**config.mk**
```make
export PLATFORM = sky130hd
export DESIGN_NAME = scaled_sys_counter
export DESIGN_NICKNAME = d
export VERILOG_FILES = /design/src/rtl/scnt_pkg.sv /design/src/rtl/scnt_regbank.sv /design/src/rtl/scnt_accum.sv /design/src/rtl/scaled_sys_counter.sv
export SDC_FILE = /design/constraint.sdc
export NUM_CORES = 1
export LEC_CHECK = 0
export ABC_AREA = 1
export BUFFER_PORTS_ARGS = -buffer_cell sky130_fd_sc_hd__buf_2
export CELL_PAD_IN_SITES_DETAIL_PLACEMENT = 1
export CELL_PAD_IN_SITES_GLOBAL_PLACEMENT = 2
export CORE_UTILIZATION = 32
export DETAILED_ROUTE_END_ITERATION = 8
export PLACE_DENSITY_LB_ADDON = 0.1
export SLEW_MARGIN = 10
export SYNTH_ARGS = -nofsm -noshare
export SYNTH_HDL_FRONTEND = slang
export SYNTH_SLANG_ARGS = --single-unit
export TNS_END_PERCENT = 5
```
**constraint.sdc**
```tcl
create_clock -name clk -period 5.19 [get_ports clk]
set_input_delay 1.2975 -clock clk [delete_from_list [all_inputs] [get_ports clk]]
set_output_delay 1.2975 -clock clk [all_outputs]
set_load 0.01 [all_outputs]
```
**src/rtl/scnt_pkg.sv**
```systemverilog
package scnt_pkg;
   localparam int unsigned WORD_W  = 32;
   localparam int unsigned NUM_SRC = 2;

   // control bit positions: software depends on these
   localparam int unsigned B_ENABLE  = 0;
   localparam int unsigned B_HALTDBG = 1;
   localparam int unsigned B_SCALEEN = 2;
   localparam int unsigned B_MASK    = 3;
   localparam int unsigned B_ERRDIS  = 4;
   localparam int unsigned B_CLEAR   = 5;

   typedef enum logic [2:0] {
      RS_CTRL  = 3'd0,
      RS_STAT  = 3'd1,
      RS_CLO   = 3'd2,
      RS_CHI   = 3'd3,
      RS_SC0   = 3'd4,
      RS_SC1   = 3'd5,
      RS_ID    = 3'd6,
      RS_NONE  = 3'd7
   } reg_sel_e;

   typedef struct packed {
      logic err_dis;
      logic irq_mask;
      logic scale_en;
      logic halt_dbg;
      logic enable;
   } ctrl_t;
endpackage

```
**src/rtl/scnt_regbank.sv**
```systemverilog
module scnt_regbank
   import scnt_pkg::*;
#(
   parameter int unsigned ADDR_W     = 8,
   parameter int unsigned INT_W      = 8,
   parameter int unsigned FRAC_W     = 24,
   parameter int unsigned CNT_W      = 64,
   parameter bit          SCALE_IMPL = 1'b1,
   parameter bit          CLKSW_IMPL = 1'b1,
   parameter bit          SCALE_OVR  = 1'b0
) (
   input  logic                    clk,
   input  logic                    rst_n,
   input  logic                    psel,
   input  logic                    penable,
   input  logic                    pwrite,
   input  logic [ADDR_W-1:0]       paddr,
   input  logic [WORD_W-1:0]       pwdata,
   input  logic                    sec_err_i,
   input  logic                    src_sel_i,
   input  logic [CNT_W-1:0]        cnt_i,
   input  logic                    halted_i,
   output logic [WORD_W-1:0]       prdata,
   output logic                    pslverr,
   output ctrl_t                   ctrl_o,
   output logic [INT_W+FRAC_W-1:0] scale_o,
   output logic                    wr_lo_o,
   output logic                    wr_hi_o,
   output logic                    irq_o
);
   localparam int unsigned SC_W   = INT_W + FRAC_W;
   localparam int unsigned IDX_W  = ADDR_W - 2;
   localparam logic [SC_W-1:0] SCALE_ONE = SC_W'(1) << FRAC_W;

   ctrl_t                           ctrl_q;
   logic [NUM_SRC-1:0][SC_W-1:0]    scale_q;
   logic                            pend_q;
   reg_sel_e                        sel;
   logic                            acc, dec_err, err, wr_ok, lock;

   always_comb begin
      sel = RS_NONE;
      if (paddr[1:0] == 2'b00) begin
         case (paddr[ADDR_W-1:2])
            IDX_W'(0): sel = RS_CTRL;
            IDX_W'(1): sel = RS_STAT;
            IDX_W'(2): sel = RS_CLO;
            IDX_W'(3): sel = RS_CHI;
            IDX_W'(4): sel = RS_SC0;
            IDX_W'(5): sel = RS_SC1;
            IDX_W'(6): sel = RS_ID;
            default:   sel = RS_NONE;
         endcase
      end
   end

   assign acc     = psel & penable;
   assign dec_err = (sel == RS_NONE);
   assign err     = acc & (dec_err | sec_err_i);
   assign wr_ok   = acc & pwrite & ~dec_err & ~sec_err_i;
   assign lock    = ctrl_q.enable & ~SCALE_OVR;
   assign wr_lo_o = wr_ok & (sel == RS_CLO);
   assign wr_hi_o = wr_ok & (sel == RS_CHI);

   always_ff @(posedge clk or negedge rst_n) begin
      if (!rst_n) begin
         ctrl_q <= '0;
      end else if (wr_ok && sel == RS_CTRL) begin
         ctrl_q <= ctrl_t'(pwdata[B_ERRDIS:B_ENABLE]);
      end
   end

   always_ff @(posedge clk or negedge rst_n) begin
      if (!rst_n) begin
         for (int i = 0; i < NUM_SRC; i++) scale_q[i] <= SCALE_ONE;
      end else if (wr_ok && !lock) begin
         for (int i = 0; i < NUM_SRC; i++)
            if (sel == reg_sel_e'(int'(RS_SC0) + i)) scale_q[i] <= pwdata[SC_W-1:0];
      end
   end

   always_ff @(posedge clk or negedge rst_n) begin
      if (!rst_n)                                             pend_q <= 1'b0;
      else if (err)                                           pend_q <= 1'b1;
      else if (wr_ok && sel == RS_CTRL && pwdata[B_CLEAR])    pend_q <= 1'b0;
   end

   always_comb begin
      prdata = '0;
      if (acc && !pwrite && !err) begin
         case (sel)
            RS_CTRL: prdata = WORD_W'(ctrl_q);
            RS_STAT: prdata = WORD_W'({halted_i, 1'b0});
            RS_CLO:  prdata = cnt_i[WORD_W-1:0];
            RS_CHI:  prdata = cnt_i[CNT_W-1:WORD_W];
            RS_SC0:  prdata = WORD_W'(scale_q[0]);
            RS_SC1:  prdata = WORD_W'(scale_q[1]);
            RS_ID:   prdata = WORD_W'({SCALE_OVR, 1'b0, src_sel_i, CLKSW_IMPL,
                                       15'd0, SCALE_IMPL});
            default: prdata = '0;
         endcase
      end
   end

   assign pslverr = err & ~ctrl_q.err_dis;
   assign ctrl_o  = ctrl_q;
   assign scale_o = scale_q[src_sel_i];
   assign irq_o   = pend_q & ctrl_q.irq_mask;

   p_scale_lock_r5: assert property (@(posedge clk) disable iff (!rst_n)
      (acc && pwrite && ctrl_q.enable && !SCALE_OVR) |=> (scale_q == $past(scale_q)));
   p_err_sets_r10: assert property (@(posedge clk) disable iff (!rst_n)
      err |=> pend_q);
   p_irq_masked_r10: assert property (@(posedge clk) disable iff (!rst_n)
      irq_o |-> ctrl_q.irq_mask);
   p_errresp_gate_r8: assert property (@(posedge clk) disable iff (!rst_n)
      pslverr |-> (acc && !ctrl_q.err_dis));
   p_sec_noeffect_r9: assert property (@(posedge clk) disable iff (!rst_n)
      (acc && sec_err_i) |=> (ctrl_q == $past(ctrl_q)));
endmodule

```
**src/rtl/scnt_accum.sv**
```systemverilog
module scnt_accum
   import scnt_pkg::*;
#(
   parameter int unsigned CNT_W      = 64,
   parameter int unsigned INT_W      = 8,
   parameter int unsigned FRAC_W     = 24,
   parameter bit          SCALE_IMPL = 1'b1
) (
   input  logic                    clk,
   input  logic                    rst_n,
   input  logic                    inc_en_i,
   input  logic                    scale_en_i,
   input  logic [INT_W+FRAC_W-1:0] scale_i,
   input  logic                    wr_lo_i,
   input  logic                    wr_hi_i,
   input  logic [WORD_W-1:0]       wdata_i,
   output logic [CNT_W-1:0]        cnt_o
);
   localparam int unsigned HALF = CNT_W / 2;

   logic [CNT_W-1:0] cnt_q;
   logic [CNT_W-1:0] step;
   logic             load;

   assign load = wr_lo_i | wr_hi_i;

   if (SCALE_IMPL) begin : g_scaled
      logic [FRAC_W-1:0] frac_q;
      logic [FRAC_W:0]   frac_sum;

      assign frac_sum = {1'b0, frac_q} + {1'b0, scale_i[FRAC_W-1:0]};
      assign step = scale_en_i
                  ? CNT_W'(scale_i[INT_W+FRAC_W-1:FRAC_W]) + CNT_W'(frac_sum[FRAC_W])
                  : CNT_W'(1);

      always_ff @(posedge clk or negedge rst_n) begin
         if (!rst_n)                                frac_q <= '0;
         else if (inc_en_i && scale_en_i && !load)  frac_q <= frac_sum[FRAC_W-1:0];
      end
   end else begin : g_unit
      assign step = CNT_W'(1);
   end

   always_ff @(posedge clk or negedge rst_n) begin
      if (!rst_n)        cnt_q <= '0;
      else if (wr_lo_i)  cnt_q[HALF-1:0]     <= wdata_i;
      else if (wr_hi_i)  cnt_q[CNT_W-1:HALF] <= wdata_i;
      else if (inc_en_i) cnt_q <= cnt_q + step;
   end

   assign cnt_o = cnt_q;

   p_hold_r2: assert property (@(posedge clk) disable iff (!rst_n)
      (!inc_en_i && !load) |=> (cnt_q == $past(cnt_q)));
   p_unit_step_r2: assert property (@(posedge clk) disable iff (!rst_n)
      (inc_en_i && !scale_en_i && !load) |=> (cnt_q == $past(cnt_q) + 1'b1));
   p_load_lo_r6: assert property (@(posedge clk) disable iff (!rst_n)
      wr_lo_i |=> (cnt_q[HALF-1:0] == $past(wdata_i)
                   && cnt_q[CNT_W-1:HALF] == $past(cnt_q[CNT_W-1:HALF])));
   p_load_hi_r6: assert property (@(posedge clk) disable iff (!rst_n)
      (wr_hi_i && !wr_lo_i) |=> (cnt_q[CNT_W-1:HALF] == $past(wdata_i)));
endmodule

```
**src/rtl/scaled_sys_counter.sv**
```systemverilog
module scaled_sys_counter
   import scnt_pkg::*;
#(
   parameter int unsigned ADDR_W     = 8,
   parameter int unsigned CNT_W      = 64,
   parameter int unsigned INT_W      = 8,
   parameter int unsigned FRAC_W     = 24,
   parameter bit          SCALE_IMPL = 1'b1,
   parameter bit          CLKSW_IMPL = 1'b1,
   parameter bit          SCALE_OVR  = 1'b0
) (
   input  logic              clk,
   input  logic              rst_n,
   input  logic              tick_i,
   input  logic              dbg_halt_i,
   input  logic              src_sel_i,
   input  logic              psel,
   input  logic              penable,
   input  logic              pwrite,
   input  logic [ADDR_W-1:0] paddr,
   input  logic [31:0]       pwdata,
   input  logic              sec_err_i,
   output logic [31:0]       prdata,
   output logic              pslverr,
   output logic [63:0]       count_o,
   output logic              irq_o
);
   localparam int unsigned SC_W = INT_W + FRAC_W;

   if (CNT_W != 2 * WORD_W) begin : g_bad_cnt
      $error("count must be exactly two register words wide");
   end
   if (SC_W != WORD_W) begin : g_bad_scale
      $error("scale integer and fraction widths must fill one word");
   end
   if (ADDR_W < 5) begin : g_bad_addr
      $error("address too narrow for the register frame");
   end

   ctrl_t             ctrl;
   logic [SC_W-1:0]   scale;
   logic              wr_lo, wr_hi, halted, run;
   logic [CNT_W-1:0]  cnt;

   assign halted = ctrl.enable & ctrl.halt_dbg & dbg_halt_i;
   assign run    = ctrl.enable & tick_i & ~(ctrl.halt_dbg & dbg_halt_i);

   scnt_regbank #(
      .ADDR_W(ADDR_W), .INT_W(INT_W), .FRAC_W(FRAC_W), .CNT_W(CNT_W),
      .SCALE_IMPL(SCALE_IMPL), .CLKSW_IMPL(CLKSW_IMPL), .SCALE_OVR(SCALE_OVR)
   ) u_regs (
      .clk(clk), .rst_n(rst_n), .psel(psel), .penable(penable), .pwrite(pwrite),
      .paddr(paddr), .pwdata(pwdata), .sec_err_i(sec_err_i), .src_sel_i(src_sel_i),
      .cnt_i(cnt), .halted_i(halted), .prdata(prdata), .pslverr(pslverr),
      .ctrl_o(ctrl), .scale_o(scale), .wr_lo_o(wr_lo), .wr_hi_o(wr_hi), .irq_o(irq_o)
   );

   scnt_accum #(
      .CNT_W(CNT_W), .INT_W(INT_W), .FRAC_W(FRAC_W), .SCALE_IMPL(SCALE_IMPL)
   ) u_accum (
      .clk(clk), .rst_n(rst_n), .inc_en_i(run), .scale_en_i(ctrl.scale_en),
      .scale_i(scale), .wr_lo_i(wr_lo), .wr_hi_i(wr_hi), .wdata_i(pwdata),
      .cnt_o(cnt)
   );

   assign count_o = cnt;

   p_debug_hold_r7: assert property (@(posedge clk) disable iff (!rst_n)
      (halted && !wr_lo && !wr_hi) |=> (count_o == $past(count_o)));
endmodule

```
==> flow_summary.yaml, run 1 <==
final_layout:
  drive_gt1_frac: 0.223
  area_growth_syn_to_layout_pct: 31.2
  instances_no_fill: 2886
  diodes: 0
  final_cell_area_sq_um: 16400
  nets: 2441
synthesis:
  synth_fa_ha_area_frac: 0.0382
  synth.most_common_cell: "nand2_1"
  synthSimpleGateAreaFrac: 0.405
  synth_top_area_cell: "dfrtp_1"
  async_flop_share: 1.00
  syn_nets: 2137
  synth_mux_area_frac: 0.00450
  synth_flop_cell: "dfrtp_1"
  syn-cell-area_sq_um: 12500
  yosysTopAreaCellShare: 0.312
  synth_edf_count: 0
  yosysSeqAreaShare: 0.316
  netlist_top_cells_area: "dfrtp_1, nand2_1, inv_1, nand3_1, o21ai_0"
  synthCells: 2051
  synth_seq_cells: 158
  synth_top_family_by_area: "simple AND/OR/NAND/NOR gates"
  ys_warn_count: 0
  syn_area_per_cell_sq_um: 6.10
  synth_xor_area_frac: 0.0182
  synth_cell_type_count: 43
  synth-compound-area-share: 0.110
  synthTopCellsByCount: "nand2_1, inv_1, nor2_1"
place:
  hpwl_um: 48100
  gp_congestion: 0.943
  dpl.cell_count: 2818
  dpl-instance-area_sq_um: 14900
  placement.io_buffers: 146
  preCtsSetupSlack_ns: -1.23
routing:
  vias: 14800
  ant_nets: 0
  drt_wl_total_um: 62100
  via_per_inst: 5.14
  drtPass1Iterations: 5
  drt-wirelength-per-cell_um: 21.5
  first_iter_violations: 998
  drcViolationCount: 0
timing:
  finalClockSkew_ns: 0.0182
  rsz0062_at_grt: "true"
  fmax_mhz: 198
  min_period_ns: 5.05
  finalCritPeriodShare: 0.972
  worst_pin_slew_ns: 1.08
  hold_violations: 0
  setup_viol: 0
  layout_setup_ws_ns: 0.143
  maxSlewViolCount: 0
  slew_headroom: 0.279
global_routing:
  antenna_found_initial: 2
  grt_pass1_vias: 14900
  grt_overflow_total: 0
  grt_max_degree: 87
  grt_usage: 0.319
  grt_pass1_wl_um: 92800
floorplan:
  initial_utilization: 0.324
  core-area_sq_um: 38600
  die_x_um: 200
  ios: 147
  fp.dieH_um: 200
  die_area_sq_um: 39900
  std_cell_rows: 72
clocking:
  clock_latency_ns: 0.50
  h-tree-depth: 4
  cts_made_buffers: 17
  clock_path_buffers: 2
  cts_tree: "yes"
  root_buffer: "clkbuf_16"
  clock_sinks: 158
  clkSlewWorstSetupHoldPaths_ns: 0.07
worst_setup_path:
  cp_max_fo: 8
  crit_slowest_cell: "fa_2"
  required_ns: 5.53
  cp-end-kind: "flop"
  crit_arrival_ns: 5.38
  crit_type: "input port to flop"
  critPathMaxStageDelay_ns: 0.37
  cp-start-kind: "input port"
power_and_ir_drop:
  power.density_nw_per_um2: 215
  p_leak_nw: 8.39
  p_int_mw: 2.31
  p_switching_mw: 1.22
  vdd_ir_drop_max_uv: 223
  clockPowerShare: 0.377
  switching_share: 0.346
  seqPwrFrac: 0.398
  power_frac_comb: 0.225
worst_hold_path:
  hold_path_class: "flop to flop"
run:
  cap_violations: 0
outcome:
  outcome: "finished clean"
sequential cells by signal, indices dropped and copies added (netlist names):
register                 flops
u_regs.lock                  1
u_regs.pend_q                1
u_accum.cnt_o               64
u_regs.scale_q              64
u_regs.ctrl_o                4
u_accum.g_scaled.frac_q     24
final timing paths:
| check | from | end | slack, ns | cells after the start |
|---|---|---|---|---|
| min in group asynchronous | rst_n | u_accum.g_scaled.frac_q[12] | 0.81 | 1 |
| min reg2reg | u_regs.pend_q | u_regs.pend_q | 0.48 | 2 |
| max | src_sel_i | u_accum.cnt_o[42] | 0.14 | 32 |
| max in group asynchronous | rst_n | u_regs.scale_q[28] | 3.38 | 2 |
| min | u_regs.pend_q | u_regs.pend_q | 0.48 | 2 |
| max reg2reg | u_regs.scale_q[13] | u_accum.g_scaled.frac_q[22] | 0.75 | 33 |
layer usage:
layer | share of wire | global-route usage
met5 | 0 | 0
met3 | 0.039 | 0.0419
met4 | 0.024 | 0.0930
met2 | 0.46 | 0.518
met1 | 0.47 | 0.440
cell usage in the layout (no fill, tap or decap), types with 3 or more instances in the layout:
cell type | synthesis | routed
a21oi_1 | 39 | 34
a21oi_2 | 0 | 4
a31oi_1 | 3 | 3
and2_1 | 3 | 3
buf_12 | 0 | 6
buf_2 | 16 | 144
buf_4 | 12 | 188
buf_6 | 3 | 3
clkbuf_16 | 0 | 19
clkinv_4 | 0 | 3
clkinvlp_4 | 0 | 4
dfrtp_1 | 156 | 156
ha_1 | 35 | 23
ha_4 | 0 | 11
inv_1 | 270 | 264
inv_2 | 5 | 11
inv_6 | 0 | 4
mux2_4 | 0 | 4
nand2_1 | 751 | 698
nand2_2 | 5 | 49
nand2_4 | 0 | 9
nand3_1 | 202 | 190
nand3_2 | 2 | 12
nand4_1 | 29 | 29
nor2_1 | 206 | 192
nor2_2 | 2 | 10
nor2_4 | 3 | 9
nor3_1 | 17 | 12
nor3_4 | 1 | 5
o211ai_1 | 12 | 12
o21ai_0 | 163 | 144
o21ai_1 | 11 | 21
o21ai_2 | 0 | 9
o22ai_1 | 26 | 26
or2_2 | 3 | 3
xnor2_1 | 14 | 14
xor2_1 | 12 | 12
layout make-up:
cell class / instances / area [sq um]
fillers: 5190 / 22100
multi-input cells: 1556 / 7800
clock buffers: 17 / 425
inverters: 276 / 1040
repair buffers: 346 / 2390
well taps: 518 / 648
clock inverters: 15 / 161
flip-flops and latches: 158 / 3960
metrics by stage:
stage	setup TNS (ns)	hold WS (ns)	util	total power, mW
after global placement	-50.99	0.460	0.387	2.09
final	0	0.479	0.426	3.53
after floorplan	-0.539	0.442	-	1.72
after global routing	-1.88	0.506	0.426	3.66
after detailed placement	-63.17	0.467	0.387	2.11
after CTS	0	0.485	0.412	3.50
what timing repair did:
action | 4_1_cts | 5_1_grt
pin swaps | 19 | 43
hold buffers | 0 | 0
buffers inserted | 24 | 12
hold endpoints to repair | 0 | 0
gates resized for setup | 55 | 116
cloned | 0 | 2
endpoints found under the setup margin | 61 | 62
logic make-up (layout without fill, tap and decap cells):
family,count (synthesis),in the layout
buf+inv,337,654
xor+xnor,26,26
compound gates,259,259
fa+ha+maj,37,37
mux,5,5
flops,158,158
simple gates,1229,1229
power groups by stage:
stage	logic [mW]	registers [mW]	clock network, mW
floorplan	0.327	1.39	0
global placement	0.673	1.42	0
detailed placement	0.687	1.42	0
CTS	0.734	1.40	1.37
global route	0.861	1.41	1.39
finish	0.795	1.40	1.33
worst max-delay path, delay by kind of cell:
family,cells,cell delay [ns]
compound gates,2,0.18
fa+ha+maj,4,1.05
buf+inv,5,0.65
mux,1,0.31
simple gates,20,1.82
No activity file was read; power rests on OpenSTA's default activity.
==> run 2: changes to the inputs <==
--- a/constraint.sdc
+++ b/constraint.sdc
@@ -3,2 +3,2 @@
 set_output_delay 1.2975 -clock clk [all_outputs]
-set_load 0.01 [all_outputs]
+set_load 0.005 [all_outputs]
==> flow_summary.yaml, run 2 (synthesis results as in run 1) <==
floorplan:
  die_area_sq_um: 39900
  std_cell_rows: 72
  die_x_um: 200
  core-area_sq_um: 38600
  initial_utilization: 0.324
  fp.dieH_um: 200
  ios: 147
routing:
  drcViolationCount: 0
  vias: 14700
  ant_nets: 0
  via_per_inst: 5.17
  drtPass1Iterations: 5
  drt-wirelength-per-cell_um: 21.5
  first_iter_violations: 887
  drt_wl_total_um: 61200
clocking:
  clock_path_buffers: 2
  clkSlewWorstSetupHoldPaths_ns: 0.07
  clock_latency_ns: 0.50
  cts_made_buffers: 17
  cts_tree: "yes"
  root_buffer: "clkbuf_16"
  h-tree-depth: 4
  ctsHoldBuffers: 0
  clock_sinks: 158
worst_setup_path:
  required_ns: 5.62
  cp-end-kind: "flop"
  critPathMaxStageDelay_ns: 0.42
  critPathTopFamily: "simple AND/OR/NAND/NOR gates"
  crit_slowest_cell: "o21ai_1"
  cp_max_fo: 8
  crit_buf_inv: 7
  crit_type: "input port to flop"
  crit_arrival_ns: 5.49
  cp-start-kind: "input port"
power_and_ir_drop:
  p_leak_nw: 8.33
  vdd_ir_drop_max_uv: 260
  power.density_nw_per_um2: 220
global_routing:
  grt_pass1_wl_um: 91100
  grt_overflow_total: 0
  grt_usage: 0.312
  grt_max_degree: 81
  antenna_found_initial: 0
  grt_pass1_vias: 14900
timing:
  layout_setup_ws_ns: 0.124
  slew_headroom: 0.105
  min_period_ns: 5.07
  rsz0062_at_grt: "true"
  finalClockSkew_ns: 0.0157
  hold_violations: 0
  maxSlewViolCount: 0
  fmax_mhz: 197
  fin_setup_tns_ns: 0
  setup_viol: 0
  worst_pin_slew_ns: 1.34
  finalCritPeriodShare: 0.976
place:
  placement.io_buffers: 146
  gp_congestion: 0.958
  preCtsSetupSlack_ns: -1.06
  hpwl_um: 47200
final_layout:
  area_growth_syn_to_layout_pct: 30.7
  final_cell_mix: "nand2_1, inv_1, nor2_1"
  drive_gt1_frac: 0.220
  mostFrequentLayoutCell: "nand2_1"
  diodes: 0
  nets: 2406
  fillers: 5174
outcome:
  outcome: "finished clean"
run:
  cap_violations: 0
worst_hold_path:
  hold_path_class: "flop to flop"
## run 2: cell types whose count changed in the layout (fill, tap and decap cells not counted), moves of 3 or more
cell | previous run | this run
nor2_4 | 9 | 12
nand3_1 | 190 | 186
inv_2 | 11 | 15
nand2_4 | 9 | 21
inv_6 | 4 | 0
ha_4 | 11 | 8
nand3_4 | 2 | 6
buf_4 | 188 | 151
nand2_1 | 698 | 686
inv_1 | 264 | 260
clkbuf_8 | 0 | 5
## run 2: final cells by class
cell class | count | area, sq um | area share
Inverter | 276 | 1040 | 0.0634
Timing Repair Buffer | 311 | 2150 | 0.131
Clock buffer | 23 | 498 | 0.0305
Sequential cell | 158 | 3960 | 0.242
Tap cell | 518 | 648 | 0.0396
Clock inverter | 9 | 131 | 0.00803
Multi-Input combinational cell | 1556 | 7940 | 0.485
## run 2: final timing paths
kind                                          from                          end  depth (start not counted)  slack, ns
worst max-delay path                     src_sel_i            u_accum.cnt_o[39]                         30       0.12
worst min-delay path                 u_regs.pend_q                u_regs.pend_q                          2       0.48
worst max register to register  u_regs.scale_q[20]            u_accum.cnt_o[39]                         29       0.81
worst min register to register       u_regs.pend_q                u_regs.pend_q                          2       0.48
max in group asynchronous                    rst_n            u_accum.cnt_o[30]                          2       3.34
min in group asynchronous                    rst_n  u_accum.g_scaled.frac_q[17]                          1       0.86
## run 2: report_power, final
part	switching, mW	internal (mW)
registers	0.120	1.29
logic	0.471	0.314
clock network	0.590	0.818
## run 2: timing repair
action,in CTS,in global routing
gates cloned,0,3
setup buffers,3,11
gates resized for setup,43,167
pin swaps,8,68
setup endpoints to repair,61,61
## run 2: worst register-to-register path, delay by kind of cell (launching register included)
kind            cells  cell delay [ns]
compound gates      4             0.88
fa+ha+maj           3             0.86
buf+inv             6             0.69
flops               1             0.35
simple gates       16             1.55
## run 2: per-stage QoR
step           instances  area (sq um)   util  power (mW)  hold slack [ns]
3_3_place_gp        2802         14800  0.384        2.05            0.461
6_report            2851         16400  0.424        3.60            0.482
2_1_floorplan       2051         12600      -        1.70            0.442
5_1_grt             2851         16400  0.424        3.74            0.503
3_5_place_dp        2802         14800  0.384        2.06            0.474
4_1_cts             2837         15600  0.405        3.53            0.490
## run 2: metal layers
layer  GRT usage  wire length, um
met1       0.435            29200
met2       0.496            28100
met3      0.0380             2270
met4       0.109             1670
met5           0                0
==> run 3: changes to the inputs <==
CTS_BUF_LIST = sky130_fd_sc_hd__clkbuf_2 sky130_fd_sc_hd__clkbuf_4 sky130_fd_sc_hd__clkbuf_8   (was default)
==> flow_summary.yaml, run 3 (synthesis results as in run 1) <==
worst_setup_path:
  crit_type: "input port to flop"
  cp_max_fo: 8
  cp-end-kind: "flop"
  required_ns: 5.67
  cp-start-kind: "input port"
  reg2reg_slack_ns: 0.72
  crit_arrival_ns: 5.50
clocking:
  clkSlewWorstSetupHoldPaths_ns: 0.10
  ctsHoldBuffers: 0
  cts_tree: "yes"
  cts_made_buffers: 17
  clock_path_buffers: 2
  h-tree-depth: 4
  clock_sinks: 158
  root_buffer: "clkbuf_8"
  clock_latency_ns: 0.59
floorplan:
  initial_utilization: 0.324
  core-area_sq_um: 38600
  ios: 147
  die_x_um: 200
  std_cell_rows: 72
  fp.dieH_um: 200
  die_area_sq_um: 39900
routing:
  drcViolationCount: 0
  drt-wirelength-per-cell_um: 21.3
  vias: 14700
  via_per_inst: 5.18
  drtPass1Iterations: 7
  first_iter_violations: 867
  drt_wl_total_um: 60500
  ant_nets: 0
global_routing:
  grt_pass1_wl_um: 90700
  grt-busiest-layer: "met2"
  grt_overflow_total: 0
  antenna_found_initial: 0
  grt_max_degree: 81
  use_met1: 0.434
  grtUsageMet2: 0.492
  grt_pass1_vias: 14800
  grtUsageMet3: 0.0414
  grt_usage: 0.312
place:
  placement.io_buffers: 146
  preCtsSetupSlack_ns: -1.06
  dpl.cell_count: 2802
  hpwl_um: 47200
  dpl-instance-area_sq_um: 14800
  gp_congestion: 0.958
final_layout:
  instances_no_fill: 2844
  nets: 2399
  drive_gt1_frac: 0.200
  final_cell_area_sq_um: 15800
  final_cell_mix: "nand2_1, inv_1, nor2_1"
  area_growth_syn_to_layout_pct: 26.6
  mostFrequentLayoutCell: "nand2_1"
  diodes: 0
timing:
  finalClockSkew_ns: 0.0192
  fmax_mhz: 199
  slew_headroom: 0.0886
  setup_viol: 0
  hold_violations: 0
  whs_ns: 0.488
  finalCritPeriodShare: 0.966
  layout_setup_ws_ns: 0.175
  min_period_ns: 5.01
  worst_pin_slew_ns: 1.37
  maxSlewViolCount: 0
power_and_ir_drop:
  switching_share: 0.346
  power_frac_comb: 0.235
  seqPwrFrac: 0.429
  vdd_ir_drop_max_uv: 177
  p_int_mw: 2.14
  p_switching_mw: 1.13
  clockPowerShare: 0.336
  p_leak_nw: 8.09
  power.density_nw_per_um2: 207
run:
  cap_violations: 0
outcome:
  outcome: "finished clean"
worst_hold_path:
  hold_path_class: "flop to flop"
## run 3: cell count changes in the layout (fill, tap and decap cells not counted), moves of 5 or more
cell	before	now
clkbuf_8	5	22
clkbuf_16	20	2
nand2_2	48	41
inv_1	260	265
inv_2	15	10
nand2_4	21	9
ha_1	24	30
nand2_1	686	705
nand3_1	186	191
## run 3: stage by stage
| step | utilization | TNS [ns] | total power [mW] |
|---|---|---|---|
| after floorplan | - | -0.0607 | 1.70 |
| after global placement | 0.384 | -48.14 | 2.05 |
| after detailed placement | 0.384 | -52.77 | 2.06 |
| after CTS | 0.398 | -0.0193 | 3.21 |
| after global routing | 0.411 | -0.266 | 3.42 |
| final | 0.411 | 0 | 3.27 |
## run 3: layer usage
metal | up-vias | wire length [um]
met1 | 7307 | 28900
met5 | - | 0
met2 | 343 | 27500
met3 | 71 | 2400
met4 | 0 | 1700
li1 | 7019 | -
## run 3: area by class of cell
cell class              instances  area, sq um
clock buffers                  23          310
clock inverters                 9          131
fillers                      5213        22700
inverters                     276         1040
multi-input cells            1556         7700
flip-flops and latches        158         3960
well taps                     518          648
repair buffers                304         2060
## run 3: final timing paths
check | depth (start not counted) | startpoint | to
max reg2reg | 27 | u_regs.scale_q[21] | u_accum.cnt_o[18]
min reg2reg | 2 | u_regs.pend_q | u_regs.pend_q
min | 2 | u_regs.pend_q | u_regs.pend_q
min in group asynchronous | 1 | rst_n | u_accum.g_scaled.frac_q[17]
max in group asynchronous | 2 | rst_n | u_regs.scale_q[28]
max | 28 | src_sel_i | u_accum.cnt_o[18]
## run 3: repair_timing
action                     in CTS  in global routing
setup endpoints to repair      58                 59
cloned                          0                  2
pin swaps                       6                 34
buffers inserted                2                  6
gates resized for setup        28                113
## run 3: critical path: stages
cell and delay (ns):
buf_6 0.12, buf_12 0.15, o21ai_1 0.38, ha_1 0.33, buf_4 0.15, a21oi_1 0.14, o21ai_1 0.10, a21oi_2 0.24
nand3_2 0.13, nand3_2 0.10, nand2_4 0.07, ha_1 0.20, nand2_1 0.11, nor3_2 0.06, nand2_2 0.10, inv_1 0.06
o21ai_1 0.17, nor2_2 0.08, ha_4 0.30, nand2_2 0.11, nor2_4 0.15, buf_4 0.11, nand4_1 0.23, buf_4 0.23
nand3_1 0.09, nand3_1 0.09, nand3_1 0.10, nand2_1 0.05
## run 3: power by group through the flow
stage / combinational (mW) / clock (mW) / sequential (mW)
2_1_floorplan: 0.329 / 0 / 1.37
3_3_place_gp: 0.632 / 0 / 1.42
3_5_place_dp: 0.640 / 0 / 1.42
4_1_cts: 0.674 / 1.13 / 1.40
5_1_grt: 0.837 / 1.17 / 1.41
6_report: 0.769 / 1.10 / 1.41
